[src/rtl/msb_pkg.sv]
package msb_pkg;

    typedef enum logic [2:0] {
        ST_IDLE,
        ST_ADDR,
        ST_ALE,
        ST_AHOLD,
        ST_DSET,
        ST_STRB,
        ST_SHOLD,
        ST_DONE
    } msb_state_e;

    typedef struct packed {
        logic       we;
        logic [7:0] page;
        logic [7:0] hi;
        logic [7:0] lo;
        logic [7:0] wdata;
    } msb_req_t;

    function automatic msb_req_t split_req(
        input logic        we,
        input logic [23:0] addr,
        input logic [7:0]  wdata,
        input logic [7:0]  mask
    );
        msb_req_t r;
        r.we    = we;
        r.page  = addr[23:16] & mask;
        r.hi    = addr[15:8];
        r.lo    = addr[7:0];
        r.wdata = wdata;
        return r;
    endfunction

    function automatic int max3(input int a, input int b, input int c);
        int m;
        m = (a > b) ? a : b;
        return (m > c) ? m : c;
    endfunction

endpackage

[src/rtl/msb_phase_timer.sv]
module msb_phase_timer #(
    parameter int CW = 2
) (
    input  logic          clk,
    input  logic          rst,
    input  logic          load,
    input  logic [CW-1:0] load_val,
    output logic          expired
);
    logic [CW-1:0] cnt;

    always_ff @(posedge clk) begin
        if (rst) begin
            cnt <= '0;
        end else if (load) begin
            cnt <= load_val;
        end else if (cnt != '0) begin
            cnt <= cnt - 1'b1;
        end
    end

    assign expired = (cnt == '0);

    // a running count steps down by one each cycle
    a_r8_count_step: assert property (@(posedge clk) disable iff (rst)
        (!load && cnt != '0) |=> (cnt == $past(cnt) - 1'b1));

endmodule

[src/rtl/msb_req_reg.sv]
module msb_req_reg
    import msb_pkg::*;
#(
    parameter logic [7:0] MASK8 = 8'hFF
) (
    input  logic        clk,
    input  logic        rst,
    input  logic        accept,
    input  logic        we,
    input  logic [23:0] addr,
    input  logic [7:0]  wdata,
    output msb_req_t    cur
);
    always_ff @(posedge clk) begin
        if (rst) begin
            cur <= '0;
        end else if (accept) begin
            cur <= split_req(we, addr, wdata, MASK8);
        end
    end
endmodule

[src/rtl/msb_seq.sv]
module msb_seq
    import msb_pkg::*;
#(
    parameter int SETUP_CYC = 1,
    parameter int PULSE_CYC = 1,
    parameter int HOLD_CYC  = 1,
    parameter int CW        = 2
) (
    input  logic          clk,
    input  logic          rst,
    input  logic          go,
    input  logic          is_write,
    input  logic          expired,
    output msb_state_e    state,
    output logic          tload,
    output logic [CW-1:0] tval,
    output logic          sample
);
    localparam logic [CW-1:0] LEN_SETUP = CW'(SETUP_CYC - 1);
    localparam logic [CW-1:0] LEN_PULSE = CW'(PULSE_CYC - 1);
    localparam logic [CW-1:0] LEN_HOLD  = CW'(HOLD_CYC - 1);

    msb_state_e nxt;

    always_comb begin
        nxt    = state;
        tload  = 1'b0;
        tval   = '0;
        sample = 1'b0;
        unique case (state)
            ST_IDLE: if (go) begin
                nxt = ST_ADDR; tload = 1'b1; tval = LEN_SETUP;
            end
            ST_ADDR: if (expired) begin
                nxt = ST_ALE; tload = 1'b1; tval = LEN_PULSE;
            end
            ST_ALE: if (expired) begin
                nxt = ST_AHOLD; tload = 1'b1; tval = LEN_HOLD;
            end
            ST_AHOLD: if (expired) begin
                nxt = ST_DSET; tload = 1'b1; tval = LEN_SETUP;
            end
            ST_DSET: if (expired) begin
                nxt = ST_STRB; tload = 1'b1; tval = LEN_PULSE;
            end
            ST_STRB: if (expired) begin
                nxt = ST_SHOLD; tload = 1'b1; tval = LEN_HOLD;
                sample = !is_write;
            end
            ST_SHOLD: if (expired) begin
                nxt = ST_DONE;
            end
            ST_DONE: nxt = ST_IDLE;
            default: nxt = ST_IDLE;
        endcase
    end

    always_ff @(posedge clk) begin
        if (rst) state <= ST_IDLE;
        else     state <= nxt;
    end

    // a request in idle always starts the address phase
    a_r9_start: assert property (@(posedge clk) disable iff (rst)
        (state == ST_IDLE && go) |=> (state == ST_ADDR));

    // the done state lasts one cycle
    a_r8_done_once: assert property (@(posedge clk) disable iff (rst)
        (state == ST_DONE) |=> (state == ST_IDLE));

endmodule

[src/rtl/mux_sram_master.sv]
module mux_sram_master
    import msb_pkg::*;
#(
    parameter int              SETUP_CYC = 1,
    parameter int              PULSE_CYC = 1,
    parameter int              HOLD_CYC  = 1,
    parameter int              PAGE_W    = 8,
    parameter logic [PAGE_W-1:0] PAGE_MASK = PAGE_W'(8'h0F)
) (
    input  logic              clk,
    input  logic              rst,
    input  logic              req,
    input  logic              req_we,
    input  logic [23:0]       req_addr,
    input  logic [7:0]        req_wdata,
    output logic              busy,
    output logic              done,
    output logic [7:0]        rd_data,
    output logic [PAGE_W-1:0] page,
    output logic [7:0]        hi_addr,
    output logic [7:0]        ad_out,
    output logic              ad_oe,
    input  logic [7:0]        ad_in,
    output logic              ale,
    output logic              rd_n,
    output logic              wr_n
);
    localparam int         MAXLEN = max3(SETUP_CYC, PULSE_CYC, HOLD_CYC);
    localparam int         CW     = (MAXLEN > 1) ? $clog2(MAXLEN) : 1;
    localparam logic [7:0] MASK8  = 8'(PAGE_MASK);

    msb_state_e    state;
    msb_req_t      cur;
    logic          accept;
    logic          tload;
    logic [CW-1:0] tval;
    logic          expired;
    logic          sample;

    assign busy   = (state != ST_IDLE);
    assign accept = req && !busy;

    msb_req_reg #(.MASK8(MASK8)) u_req (
        .clk(clk), .rst(rst), .accept(accept), .we(req_we),
        .addr(req_addr), .wdata(req_wdata), .cur(cur)
    );

    msb_phase_timer #(.CW(CW)) u_tmr (
        .clk(clk), .rst(rst), .load(tload), .load_val(tval), .expired(expired)
    );

    msb_seq #(
        .SETUP_CYC(SETUP_CYC), .PULSE_CYC(PULSE_CYC),
        .HOLD_CYC(HOLD_CYC), .CW(CW)
    ) u_seq (
        .clk(clk), .rst(rst), .go(accept), .is_write(cur.we),
        .expired(expired), .state(state), .tload(tload),
        .tval(tval), .sample(sample)
    );

    // Pin decode from registered state
    always_comb begin
        ale     = (state == ST_ALE);
        wr_n    = !(state == ST_STRB && cur.we);
        rd_n    = !(state == ST_STRB && !cur.we);
        done    = (state == ST_DONE);
        page    = busy ? cur.page[PAGE_W-1:0] : '0;
        hi_addr = busy ? cur.hi : 8'h00;
        ad_oe   = 1'b0;
        ad_out  = 8'h00;
        unique case (state)
            ST_ADDR, ST_ALE, ST_AHOLD: begin
                ad_oe = 1'b1; ad_out = cur.lo;
            end
            ST_DSET, ST_STRB, ST_SHOLD: begin
                ad_oe = cur.we; ad_out = cur.we ? cur.wdata : 8'h00;
            end
            ST_DONE: begin
                ad_oe = 1'b1; ad_out = cur.we ? cur.wdata : cur.lo;
            end
            default: begin
                ad_oe = 1'b0; ad_out = 8'h00;
            end
        endcase
    end

    always_ff @(posedge clk) begin
        if (rst)         rd_data <= 8'h00;
        else if (sample) rd_data <= ad_in;
    end

    a_r1_idle_strobes: assert property (@(posedge clk) disable iff (rst)
        !busy |-> (rd_n && wr_n && !ale));

    a_r2_idle_bus: assert property (@(posedge clk) disable iff (rst)
        !busy |-> (!ad_oe && hi_addr == 8'h00 && page == '0));

    a_r4_ale_driven: assert property (@(posedge clk) disable iff (rst)
        $fell(ale) |-> ad_oe);

    a_r5_wdata_held: assert property (@(posedge clk) disable iff (rst)
        (!wr_n && $past(!wr_n)) |-> $stable(ad_out));

    a_r8_done_pulse: assert property (@(posedge clk) disable iff (rst)
        done |=> !done);

    a_r9_busy_after_accept: assert property (@(posedge clk) disable iff (rst)
        (req && !busy) |=> busy);

    a_r10_one_strobe: assert property (@(posedge clk) disable iff (rst)
        $countones({ale, !rd_n, !wr_n}) <= 1);

    a_r10_no_fight: assert property (@(posedge clk) disable iff (rst)
        !rd_n |-> !ad_oe);

endmodule

[config.mk]
export PLATFORM = sky130hd
export DESIGN_NAME = mux_sram_master
export DESIGN_NICKNAME = d
export VERILOG_FILES = /design/src/rtl/msb_pkg.sv /design/src/rtl/msb_phase_timer.sv /design/src/rtl/msb_req_reg.sv /design/src/rtl/msb_seq.sv /design/src/rtl/mux_sram_master.sv
export SDC_FILE = /design/constraint.sdc
export NUM_CORES = 1
export LEC_CHECK = 0
export BUFFER_PORTS_ARGS = -buffer_cell sky130_fd_sc_hd__buf_2
export CAP_MARGIN = 15
export CORE_MARGIN = 2
export CORE_UTILIZATION = 43
export DETAILED_ROUTE_END_ITERATION = 10
export GPL_TIMING_DRIVEN = 0
export PLACE_DENSITY = 0.76
export REMOVE_ABC_BUFFERS = 1
export SETUP_SLACK_MARGIN = 0.4
export SYNTH_ARGS = -nofsm -noshare
export SYNTH_HDL_FRONTEND = slang
export SYNTH_SLANG_ARGS = --single-unit
[constraint.sdc]
create_clock -name clk -period 1.4 [get_ports clk]
set_input_delay 0.07 -clock clk [delete_from_list [all_inputs] [get_ports clk]]
set_output_delay 0.07 -clock clk [all_outputs]
set_load 0.05 [all_outputs]
==> flow_summary.json <==
{
  "rr_startpoint": "u_seq.state[1]",
  "timing_worst_setup_path_type": "reg2out",
  "core_region_area_sq_mm": 0.00435,
  "cts_htree_levels": 2,
  "netlist_instances": 244,
  "power_density_normalized_to_cell_area_mw_per_mm2": 1990,
  "cp.required_ps": 1330,
  "finalNonFillerCells": 389,
  "synth-seq-cells": 41,
  "placed_area_sq_mm": 0.00229,
  "area.growth.synth_to_final_pct": 76.8,
  "static-leakage-power_nw": 1.61,
  "cp_cell_sequence": "inv_6 > ha_4 > nor3_1 > or2_4 > o21ai_0 > a21o_1 > buf_6",
  "place.port_buffers": 73,
  "numPlacedInstances": 356,
  "clock-root-buffer": "clkbuf_8",
  "outcome": "finished with violations",
  "grt_first_pass_wirelength_um": 9380,
  "grt_use_total_pct": 23.4,
  "insertedDiodeCount": 0,
  "violations": "setup timing",
  "first_iter_violations": 107,
  "timing_hold_violations_final": 0,
  "route.final.wire_length_um": 6490,
  "post_synthesis_area_per_instance_sq_um": 7.98,
  "ant_nets": 0,
  "syn_area_sq_mm": 0.00195,
  "reg2reg_depth": 10,
  "clk_transition_reported_paths_ps": 80,
  "grt_antenna_before_repair": 0,
  "layout.area.seq_sq_um": 831,
  "dp_hpwl_um": 2920,
  "rsz_0062_raised_after_global_routing": "yes",
  "report.final.slew_viol_count": 0,
  "first_pass_iters": 4,
  "via_count_of_the_first_global_routing_pass": 1982,
  "min_from": "req_wdata[6]",
  "timing.critical_path.slowest_cell_delay_ps": 410,
  "period_minus_slack_ps": 1900,
  "min-delay-path-class": "in2reg",
  "post-route-cell-area_sq_mm": 0.00344,
  "cts_tree": "yes",
  "gpl_wtd_cong": 0.810,
  "hold_depth": 3,
  "max-cap-violations": 0,
  "cp-start-kind": "register",
  "totalNegativeSetupSlack_ps": -18370,
  "worst_pin_slew_ps": 1060,
  "clock_tree_buffer_depth": 2,
  "row_count": 24,
  "largest_net_degree_at_the_start_of_global_routing": 43,
  "yosys-top-cells-area": "dfxtp_1, nand2_1, a21oi_1",
  "synth_sequential_area_ratio_pct": 42.1,
  "overall_die_area_sq_mm": 0.00509,
  "clock_sink_count": 41,
  "final_min_period_over_clock_period_pct": 136,
  "fmax_ghz": 0.526,
  "ir_worst_vdd_mv": 1.33,
  "grt_overflow_total": 0,
  "critical_path.endpoint_type": "output pin",
  "clkLatencyLatePin_ps": 290,
  "hold_path_end": "u_req.cur[6]",
  "synth_top_area_share_pct": 42.1,
  "final.fill_count": 281,
  "vias": 2036,
  "r2r_end": "rd_data[7]",
  "critPathArrivalTime_ps": 1830,
  "drt-vias-per-instance": 5.23,
  "setup.reg_to_reg.worst_slack_ps": -360,
  "num_io_pins": 82,
  "timing.clock.skew_ps": 5.26,
  "worst_path_max_delay_cell": "dfxtp_4",
  "avgRoutedWirePerCell_um": 16.7,
  "max_slew_margin_pct": 29.3,
  "setup_ws_ps": -501,
  "synth.largest_area_cell": "dfxtp_1",
  "die_y_um": 71.3,
  "synth.lib_cells_used.distinct": 32,
  "multi_input_area_sq_mm": 0.00147,
  "drc": 0,
  "initial_utilization_pct": 44.7,
  "cts_buffers": 5,
  "yosys_warnings": 0,
  "detailedPlace.worstSlack_ps": -874,
  "finalSetupViolCount": 64,
  "design.final.nets": 384,
  "post_route_cells_drive_above_1_share_pct": 59.3,
  "chipWidth_um": 71.3,
  "crit_path_max_fanout": 8
}
-- metrics by stage --
step	utilization (%)	total power, W	hold slack [ps]
detailed placement	52.6	0.00361	315
floorplan	-	0.00308	139
global placement	52.2	0.00354	304
global route	79.1	0.00712	10.4
CTS	71.5	0.00623	3.29
finish	79.1	0.00685	6.36
-- placed cells by master, fill, tap and decap left out, drive strengths merged, types with 4 or more instances in the layout --
| cell type | n |
|---|---|
| and2 | 12 |
| ha | 4 |
| dfxtp | 41 |
| nand2b | 5 |
| nor2 | 12 |
| or2 | 4 |
| mux2i | 9 |
| nand2 | 61 |
| a21o | 7 |
| conb | 5 |
| inv | 6 |
| o21ai | 7 |
| nor3 | 8 |
| buf | 95 |
| nor2b | 8 |
| clkbuf | 8 |
| a21oi | 32 |
-- Yosys cell counts (all sizes together) --
cell    number
a211o        1
clkbuf       7
and2        12
mux2i        9
a21o         7
ha           4
buf         11
nor3         8
nand3b       1
a31oi        1
a211oi       2
nand2b       5
nor4         1
nand2       61
inv          6
nand3        1
o21ai        7
a2111o       1
o22ai        1
dfxtp       41
a22o         1
conb         1
or2          2
nor2b        8
o31ai        1
nor2        12
a21oi       32
-- kinds of logic after synthesis --
logic type	Yosys count	synth area share (%)
AOI/OAI and AO/OA	54	16.0
adders and majority gates	4	2.57
buffers and inverters	24	7.26
DFF	41	42.1
muxes	9	4.62
other	1	0.192
and+or+nand+nor	111	27.2
-- layer usage --
metal | track usage [%] | part of all wire (%)
met3 | 4.50 | 4.3
met4 | 7.97 | 0.86
met2 | 40.9 | 55
met1 | 28.9 | 40
met5 | 0 | 0
-- area by class of cell --
class | count | area share [%]
Clock buffer | 7 | 2.51
Clock inverter | 1 | 0.872
Inverter | 6 | 0.945
Multi-Input combinational cell | 185 | 42.7
Sequential cell | 41 | 24.1
Tap cell | 52 | 1.89
Timing Repair Buffer | 97 | 27.0
-- worst max path at each step --
stage	slack (ps)	end	start	cells after the start
global placement	-1550	u_req.cur[0]	u_seq.state[0]	6
CTS	-460	ad_out[6]	u_seq.state[1]	7
finish	-500	ad_out[3]	u_seq.state[0]	7
global route	-530	ad_out[3]	u_seq.state[0]	7
detailed placement	-870	u_req.cur[17]	u_seq.state[1]	6
floorplan	-880	u_req.cur[0]	u_seq.state[0]	6
-- worst max-delay path, delay by kind of cell, from the launching register on --
| family | cells | cell delay [ps] |
|---|---|---|
| AND/OR/NAND/NOR | 2 | 400 |
| adder cells (fa/ha/maj) | 1 | 180 |
| flip-flops | 1 | 410 |
| AO/OA/AOI/OAI | 2 | 330 |
| buffers and inverters | 2 | 210 |
-- power by group --
| group | internal, W | total, W | switching, W | leakage [nW] |
|---|---|---|---|---|
| Clock | 0.000582 | 0.000999 | 0.000417 | 0.0585 |
| Sequential | 0.00138 | 0.00157 | 0.000190 | 0.337 |
| Combinational | 0.00200 | 0.00428 | 0.00228 | 1.22 |
| Total | 0.00396 | 0.00685 | 0.00288 | 1.61 |
-- sequential cells by signal (all words and copies together), names as in the netlist --
register / flops
rd_data: 8
u_req.cur: 29
u_tmr.cnt: 1
u_seq.state: 3
-- repair_timing --
action | 4_1_cts | 5_1_grt
endpoints found under the hold margin | 1 | 0
pin swaps | 38 | 46
hold buffers | 1 | 0
resized for setup | 139 | 77
cloned | 5 | 0
setup endpoints to repair | 66 | 67
buffers inserted | 13 | 6
Power figures use the tool's default switching activity.
